### config.mk
export PLATFORM = sky130hd
export DESIGN_NAME = pinbank_top
export DESIGN_NICKNAME = d
export VERILOG_FILES = /design/src/rtl/pinbank_pkg.sv /design/src/rtl/pinbank_ctrl.sv /design/src/rtl/pinbank_dp.sv /design/src/rtl/pinbank_top.sv
export SDC_FILE = /design/constraint.sdc
export NUM_CORES = 1
export LEC_CHECK = 0
export CORE_MARGIN = 2
export CORE_UTILIZATION = 23
export CTS_CLUSTER_SIZE = 28
export DETAILED_ROUTE_END_ITERATION = 6
export DONT_BUFFER_PORTS = 1
export HOLD_SLACK_MARGIN = 0.12
export SLEW_MARGIN = 20
export SYNTH_ARGS = -nofsm -noshare
export SYNTH_HDL_FRONTEND = slang
export SYNTH_SLANG_ARGS = --single-unit
### constraint.sdc
create_clock -name clk -period 2.3 [get_ports clk]
set_input_delay 0.46 -clock clk [delete_from_list [all_inputs] [get_ports clk]]
set_output_delay 0.46 -clock clk [all_outputs]
set_load 0.01 [all_outputs]
### src/rtl/pinbank_pkg.sv
package pinbank_pkg;
  localparam int PIN_COUNT = 32;
  localparam int ADDR_W    = 5;
  localparam int HALF      = PIN_COUNT / 2;

  localparam logic [ADDR_W-1:0] OFS_DIR   = 5'h00;
  localparam logic [ADDR_W-1:0] OFS_DATA  = 5'h08;
  localparam logic [ADDR_W-1:0] OFS_EVT   = 5'h0C;
  localparam logic [ADDR_W-1:0] OFS_MASK  = 5'h10;
  localparam logic [ADDR_W-1:0] OFS_EDGEA = 5'h14;
  localparam logic [ADDR_W-1:0] OFS_EDGEB = 5'h18;

  typedef enum logic [2:0] {
    RD_NONE, RD_DIR, RD_DATA, RD_EVT, RD_MASK, RD_EDGEA, RD_EDGEB
  } rdSel_e;

  typedef struct packed {
    logic   wrDir;
    logic   wrData;
    logic   clrEvt;
    logic   wrMask;
    logic   wrEdgeA;
    logic   wrEdgeB;
    rdSel_e rdSel;
  } strobe_t;
endpackage

### src/rtl/pinbank_ctrl.sv
module pinbank_ctrl
  import pinbank_pkg::*;
#(
  parameter bit SENSE_TWO_BIT = 1'b1
) (
  input  logic              busSel,
  input  logic              busWr,
  input  logic [ADDR_W-1:0] busAddr,
  output strobe_t           strobe
);
  logic wrAcc;
  logic rdAcc;
  logic edgeBMapped;

  assign wrAcc       = busSel & busWr;
  assign rdAcc       = busSel & ~busWr;
  assign edgeBMapped = SENSE_TWO_BIT;

  always_comb begin
    strobe         = '0;
    strobe.rdSel   = RD_NONE;
    strobe.wrDir   = wrAcc && (busAddr == OFS_DIR);
    strobe.wrData  = wrAcc && (busAddr == OFS_DATA);
    strobe.clrEvt  = wrAcc && (busAddr == OFS_EVT);
    strobe.wrMask  = wrAcc && (busAddr == OFS_MASK);
    strobe.wrEdgeA = wrAcc && (busAddr == OFS_EDGEA);
    strobe.wrEdgeB = wrAcc && edgeBMapped && (busAddr == OFS_EDGEB);
    if (rdAcc) begin
      unique case (busAddr)
        OFS_DIR:   strobe.rdSel = RD_DIR;
        OFS_DATA:  strobe.rdSel = RD_DATA;
        OFS_EVT:   strobe.rdSel = RD_EVT;
        OFS_MASK:  strobe.rdSel = RD_MASK;
        OFS_EDGEA: strobe.rdSel = RD_EDGEA;
        OFS_EDGEB: strobe.rdSel = edgeBMapped ? RD_EDGEB : RD_NONE;
        default:   strobe.rdSel = RD_NONE;
      endcase
    end
  end
endmodule

### src/rtl/pinbank_dp.sv
module pinbank_dp
  import pinbank_pkg::*;
#(
  parameter bit                   SENSE_TWO_BIT = 1'b1,
  parameter logic [PIN_COUNT-1:0] INPUT_ONLY    = 32'h0000_000F
) (
  input  logic                 clk,
  input  logic                 rstN,
  input  strobe_t              strobe,
  input  logic [PIN_COUNT-1:0] wdata,
  input  logic [PIN_COUNT-1:0] padIn,
  output logic [PIN_COUNT-1:0] rdata,
  output logic [PIN_COUNT-1:0] padOut,
  output logic [PIN_COUNT-1:0] padOe,
  output logic                 irqOut
);
  logic [PIN_COUNT-1:0] dirReg, outReg, evtReg, maskReg, edgeA, edgeB;
  logic [PIN_COUNT-1:0] syncA, syncB, syncPrev;
  logic [PIN_COUNT-1:0] riseVec, fallVec, riseEn, fallEn, hitVec, clrVec;

  assign riseVec = syncB & ~syncPrev;
  assign fallVec = ~syncB & syncPrev;

  // Per-bit sense decode; bit b belongs to pin (PIN_COUNT-1-b)
  for (genvar b = 0; b < PIN_COUNT; b++) begin : g_sense
    if (SENSE_TWO_BIT) begin : g_wide
      logic [1:0] field;
      if (b >= HALF) begin : g_lowPins
        assign field = edgeA[2*(b-HALF) +: 2];
      end else begin : g_highPins
        assign field = edgeB[2*b +: 2];
      end
      assign riseEn[b] = (field == 2'd0) || (field == 2'd1);
      assign fallEn[b] = (field == 2'd0) || (field == 2'd2);
    end else begin : g_narrow
      assign riseEn[b] = ~edgeA[b];
      assign fallEn[b] = 1'b1;
    end
  end

  assign hitVec = (riseVec & riseEn) | (fallVec & fallEn);
  assign clrVec = strobe.clrEvt ? wdata : '0;

  always_ff @(posedge clk) begin
    if (!rstN) begin
      dirReg   <= '0;
      outReg   <= '0;
      evtReg   <= '0;
      maskReg  <= '0;
      edgeA    <= '0;
      edgeB    <= '0;
      syncA    <= '0;
      syncB    <= '0;
      syncPrev <= '0;
    end else begin
      syncA    <= padIn;
      syncB    <= syncA;
      syncPrev <= syncB;
      if (strobe.wrDir)   dirReg  <= wdata & ~INPUT_ONLY;
      if (strobe.wrData)  outReg  <= wdata;
      if (strobe.wrMask)  maskReg <= wdata;
      if (strobe.wrEdgeA) edgeA   <= wdata;
      if (strobe.wrEdgeB) edgeB   <= wdata;
      evtReg <= (evtReg & ~clrVec) | hitVec;
    end
  end

  always_comb begin
    unique case (strobe.rdSel)
      RD_DIR:   rdata = dirReg;
      RD_DATA:  rdata = (outReg & dirReg) | (syncB & ~dirReg);
      RD_EVT:   rdata = evtReg;
      RD_MASK:  rdata = maskReg;
      RD_EDGEA: rdata = edgeA;
      RD_EDGEB: rdata = edgeB;
      default:  rdata = '0;
    endcase
  end

  assign padOut = outReg;
  assign padOe  = dirReg;
  assign irqOut = |(evtReg & maskReg);

  p_sticky_r5: assert property (@(posedge clk) disable iff (!rstN)
    !strobe.clrEvt |=> ((evtReg & $past(evtReg)) == $past(evtReg)));

  p_clear_r5: assert property (@(posedge clk) disable iff (!rstN)
    strobe.clrEvt |=> ((evtReg & $past(wdata & ~hitVec)) == '0));

  p_edge_wins_r6: assert property (@(posedge clk) disable iff (!rstN)
    (hitVec != '0) |=> ((evtReg & $past(hitVec)) == $past(hitVec)));
endmodule

### src/rtl/pinbank_top.sv
module pinbank_top
  import pinbank_pkg::*;
#(
  parameter bit                   SENSE_TWO_BIT = 1'b1,
  parameter logic [PIN_COUNT-1:0] INPUT_ONLY    = 32'h0000_000F
) (
  input  logic                 clk,
  input  logic                 rstN,
  input  logic                 busSel,
  input  logic                 busWr,
  input  logic [ADDR_W-1:0]    busAddr,
  input  logic [PIN_COUNT-1:0] busWdata,
  output logic [PIN_COUNT-1:0] busRdata,
  input  logic [PIN_COUNT-1:0] padIn,
  output logic [PIN_COUNT-1:0] padOut,
  output logic [PIN_COUNT-1:0] padOe,
  output logic                 irqOut
);
  strobe_t strobe;

  pinbank_ctrl #(.SENSE_TWO_BIT(SENSE_TWO_BIT)) uCtrl (
    .busSel (busSel),
    .busWr  (busWr),
    .busAddr(busAddr),
    .strobe (strobe)
  );

  pinbank_dp #(.SENSE_TWO_BIT(SENSE_TWO_BIT), .INPUT_ONLY(INPUT_ONLY)) uDp (
    .clk   (clk),
    .rstN  (rstN),
    .strobe(strobe),
    .wdata (busWdata),
    .padIn (padIn),
    .rdata (busRdata),
    .padOut(padOut),
    .padOe (padOe),
    .irqOut(irqOut)
  );

  p_inonly_r3: assert property (@(posedge clk) disable iff (!rstN)
    (padOe & INPUT_ONLY) == '0);

  p_readback_r4: assert property (@(posedge clk) disable iff (!rstN)
    (busSel && !busWr && busAddr == OFS_DATA) |-> ((busRdata & padOe) == (padOut & padOe)));

  p_quiet_r10: assert property (@(posedge clk) disable iff (!rstN)
    (busSel && !busWr && (busAddr == 5'h04 || busAddr == 5'h1C)) |-> (busRdata == '0));
endmodule

==> impl_metrics.py <==
metrics = {
    "outcome": {
        "status": "complete, but fails checks",
        "violations": "setup timing",
    },
    "yosys": {
        "ys_types": 52,
        "synth.area.top_cells": "dfxtp_1, nand2_1, a21boi_0",
        "synth.most_common_cell": "nand2_1",
        "synth_top_area_share_pct": 47.4,
        "syn_area_um2": 12000,
        "syn_inst": 1338,
        "synth_top_area_cell": "dfxtp_1",
        "synth_common_cells": "nand2_1, dfxtp_1, a21boi_0",
        "synth-async-reset-ratio_pct": 0,
        "yosysSeqAreaShare_pct": 47.4,
        "syn_area_per_cell_um2": 8.96,
        "synth_warnings": 0,
        "synth-main-ff-cell": "dfxtp_1",
        "synth_edf_count": 0,
        "ys_seq_elements": 284,
    },
    "cts": {
        "cts-root-buf": "clkbuf_16",
        "clk_pin_slew_ns": 0.06,
        "worstSkewPairLatency_ns": 0.55,
        "cts_tree": "built",
        "cts_buffers": 34,
        "clock-sinks": 284,
        "cts_max_level": 2,
        "clk_path_buf_depth": 3,
    },
    "timing": {
        "period_minus_slack_ns": 2.47,
        "hold_viol": 0,
        "finalSetupViolCount": 30,
        "maxSlewViolCount": 0,
        "setup_tns_ns": -2.51,
        "tightest_slew_ns": 0.582,
        "slew_headroom_pct": 61.2,
        "fin_ws_ns": -0.168,
        "finalClockSkew_ns": 0.0162,
        "post-route-period-util_pct": 107,
        "rsz0062_at_grt": "yes",
        "fmax_mhz": 405,
    },
    "finish": {
        "fillers": 5329,
        "drive_above_1_share_pct": 17.3,
        "area_growth_syn_to_layout_pct": 31.1,
        "fin_nets": 1538,
        "n_antenna_cell": 0,
        "layout.cells.non_filler": 2168,
        "postLayoutCoreUtil_pct": 30.6,
    },
    "drt": {
        "ant_nets": 0,
        "post-route-drc-count": 0,
        "drt_pass1_iterations": 5,
        "num_vias": 10900,
        "wl_per_cell_um": 24.2,
        "drtIter0Drc": 1025,
        "wl_um": 52600,
        "via_per_inst": 5.01,
    },
    "hold_path": {
        "worstHoldStart": "busWdata[18]",
        "hp-class": "in -> reg",
    },
    "place": {
        "gp_congestion": 0.949,
        "hpwl_um": 36400,
        "io_buffer_count": 0,
        "dp_cells": 2030,
    },
    "grt": {
        "grt_pass1_wl_um": 75100,
        "grt_max_degree": 139,
        "grt_usage_pct": 19.2,
        "antenna_found_initial": 1,
        "overflow": 0,
        "grt_pass1_vias": 10500,
    },
    "floorplanning": {
        "initial_core_util_pct": 23.3,
        "io_pins": 170,
        "rows": 83,
        "core_um2": 51400,
        "fp.dieArea_um2": 54000,
        "die_w_um": 232,
        "die_h_um": 232,
    },
    "setup_path": {
        "critPathMaxStageDelay_ns": 0.54,
        "r2r-start": "uDp.syncB[14]$_SDFF_PN0_",
        "crit_family": "simple AND/OR/NAND/NOR gates",
        "arrival_ns": 2.01,
        "critPathBufInv": 3,
        "crit_path_end_kind": "output pin",
        "critical_path_class": "in -> out",
        "crit_start": "busAddr[0]",
        "cp_slowest_cell": "or4b_4",
        "path_max_fanout": 7,
        "start_kind": "input pin",
        "path_cells": "or4b_4 > buf_12 > nor2_4 > buf_6 > a311o_1 > buf_4",
        "required_ns": 1.84,
    },
    "power": {
        "p_leak_uw": 0.00544,
        "peakVddDrop_uv": 489,
        "power.density_nw_per_um2": 737,
    },
    "flow_run": {
        "max-cap-violations": 0,
    },
}
-- metal layers --
layer	vias to the layer above	wire, um	GRT usage [%]
met1	5362	22000	24.4
met3	97	4530	4.72
met5	-	13	0
met2	494	24200	31.0
li1	4910	-	-
met4	2	1830	7.43
-- what timing repair did --
action	CTS	global route
hold endpoints to repair	270	0
setup endpoints to repair	33	33
buffers inserted	3	3
hold buffers	77	0
pin swaps	17	18
resized for setup	69	38
-- cell type report --
type	instances	area [um2]	area share (%)
Clock buffer	48	975	6.20
Clock inverter	11	199	1.27
Inverter	7	26.3	0.167
Multi-Input combinational cell	958	6210	39.5
Sequential cell	284	5710	36.3
Tap cell	680	851	5.41
Timing Repair Buffer	180	1750	11.1
-- worst register-to-register path, cell delays in order, from the launching register on --
cell and delay [ns]:
dfxtp_1 0.49, nor3b_1 0.09, o31a_1 0.29
-- metrics by stage --
step	hold slack [ns]	total power [uW]	cell area (um2)	setup WS [ns]
2_1_floorplan	0.406	5550	12000	0.0671
3_3_place_gp	0.417	5650	13300	-0.246
3_5_place_dp	0.419	5650	13300	-0.237
4_1_cts	0.178	11600	15500	-0.158
5_1_grt	0.210	11900	15700	-0.231
6_report	0.190	11600	15700	-0.168
-- registers in the layout, summed over array words and instances (netlist names) --
name	count
uDp.edgeA	32
uDp.edgeB	32
uDp.evtReg	32
uDp.maskReg	32
uDp.padOe	28
uDp.padOut	32
uDp.syncA	32
uDp.syncB	32
uDp.syncPrev	32
-- layout by cell type, fill, tap and decap left out, drive strengths merged, types with 12 or more instances in the layout --
master,count
a21boi,188
and2,99
mux2i,15
nor2,24
mux2,12
o21ai,12
dlygate4sd3,75
a21oi,12
clkbuf,48
o31a,32
buf,105
a221oi,17
a211oi,14
nand2,331
nor3b,65
nand3,25
a22oi,37
dfxtp,284
-- worst paths after layout --
check | slack (ns) | depth (start not counted) | end
worst max-delay path | -0.17 | 6 | busRdata[0]
worst min-delay path | 0.19 | 2 | uDp.evtReg[18]$_SDFF_PN0_
worst max register to register | 1.31 | 2 | uDp.evtReg[14]$_SDFF_PN0_
worst min register to register | 0.43 | 1 | uDp.syncB[1]$_SDFF_PN0_
-- logic make-up after synthesis --
group | after synthesis | share of synthesized area, %
flip-flops | 284 | 47.4
AO/OA/AOI/OAI | 348 | 22.4
XOR/XNOR | 1 | 0.0731
buffers and inverters | 99 | 3.93
multiplexers | 27 | 2.38
other | 1 | 0.0313
AND/OR/NAND/NOR | 578 | 23.7
-- report_power, final --
part | leakage, uW | total (uW) | switching, uW | internal (uW)
registers | 0.00232 | 5160 | 122 | 5040
clock network | 0.000577 | 5750 | 2220 | 3530
logic | 0.00255 | 667 | 341 | 325
total | 0.00544 | 11600 | 2690 | 8890
Power figures use the tool's default switching activity.
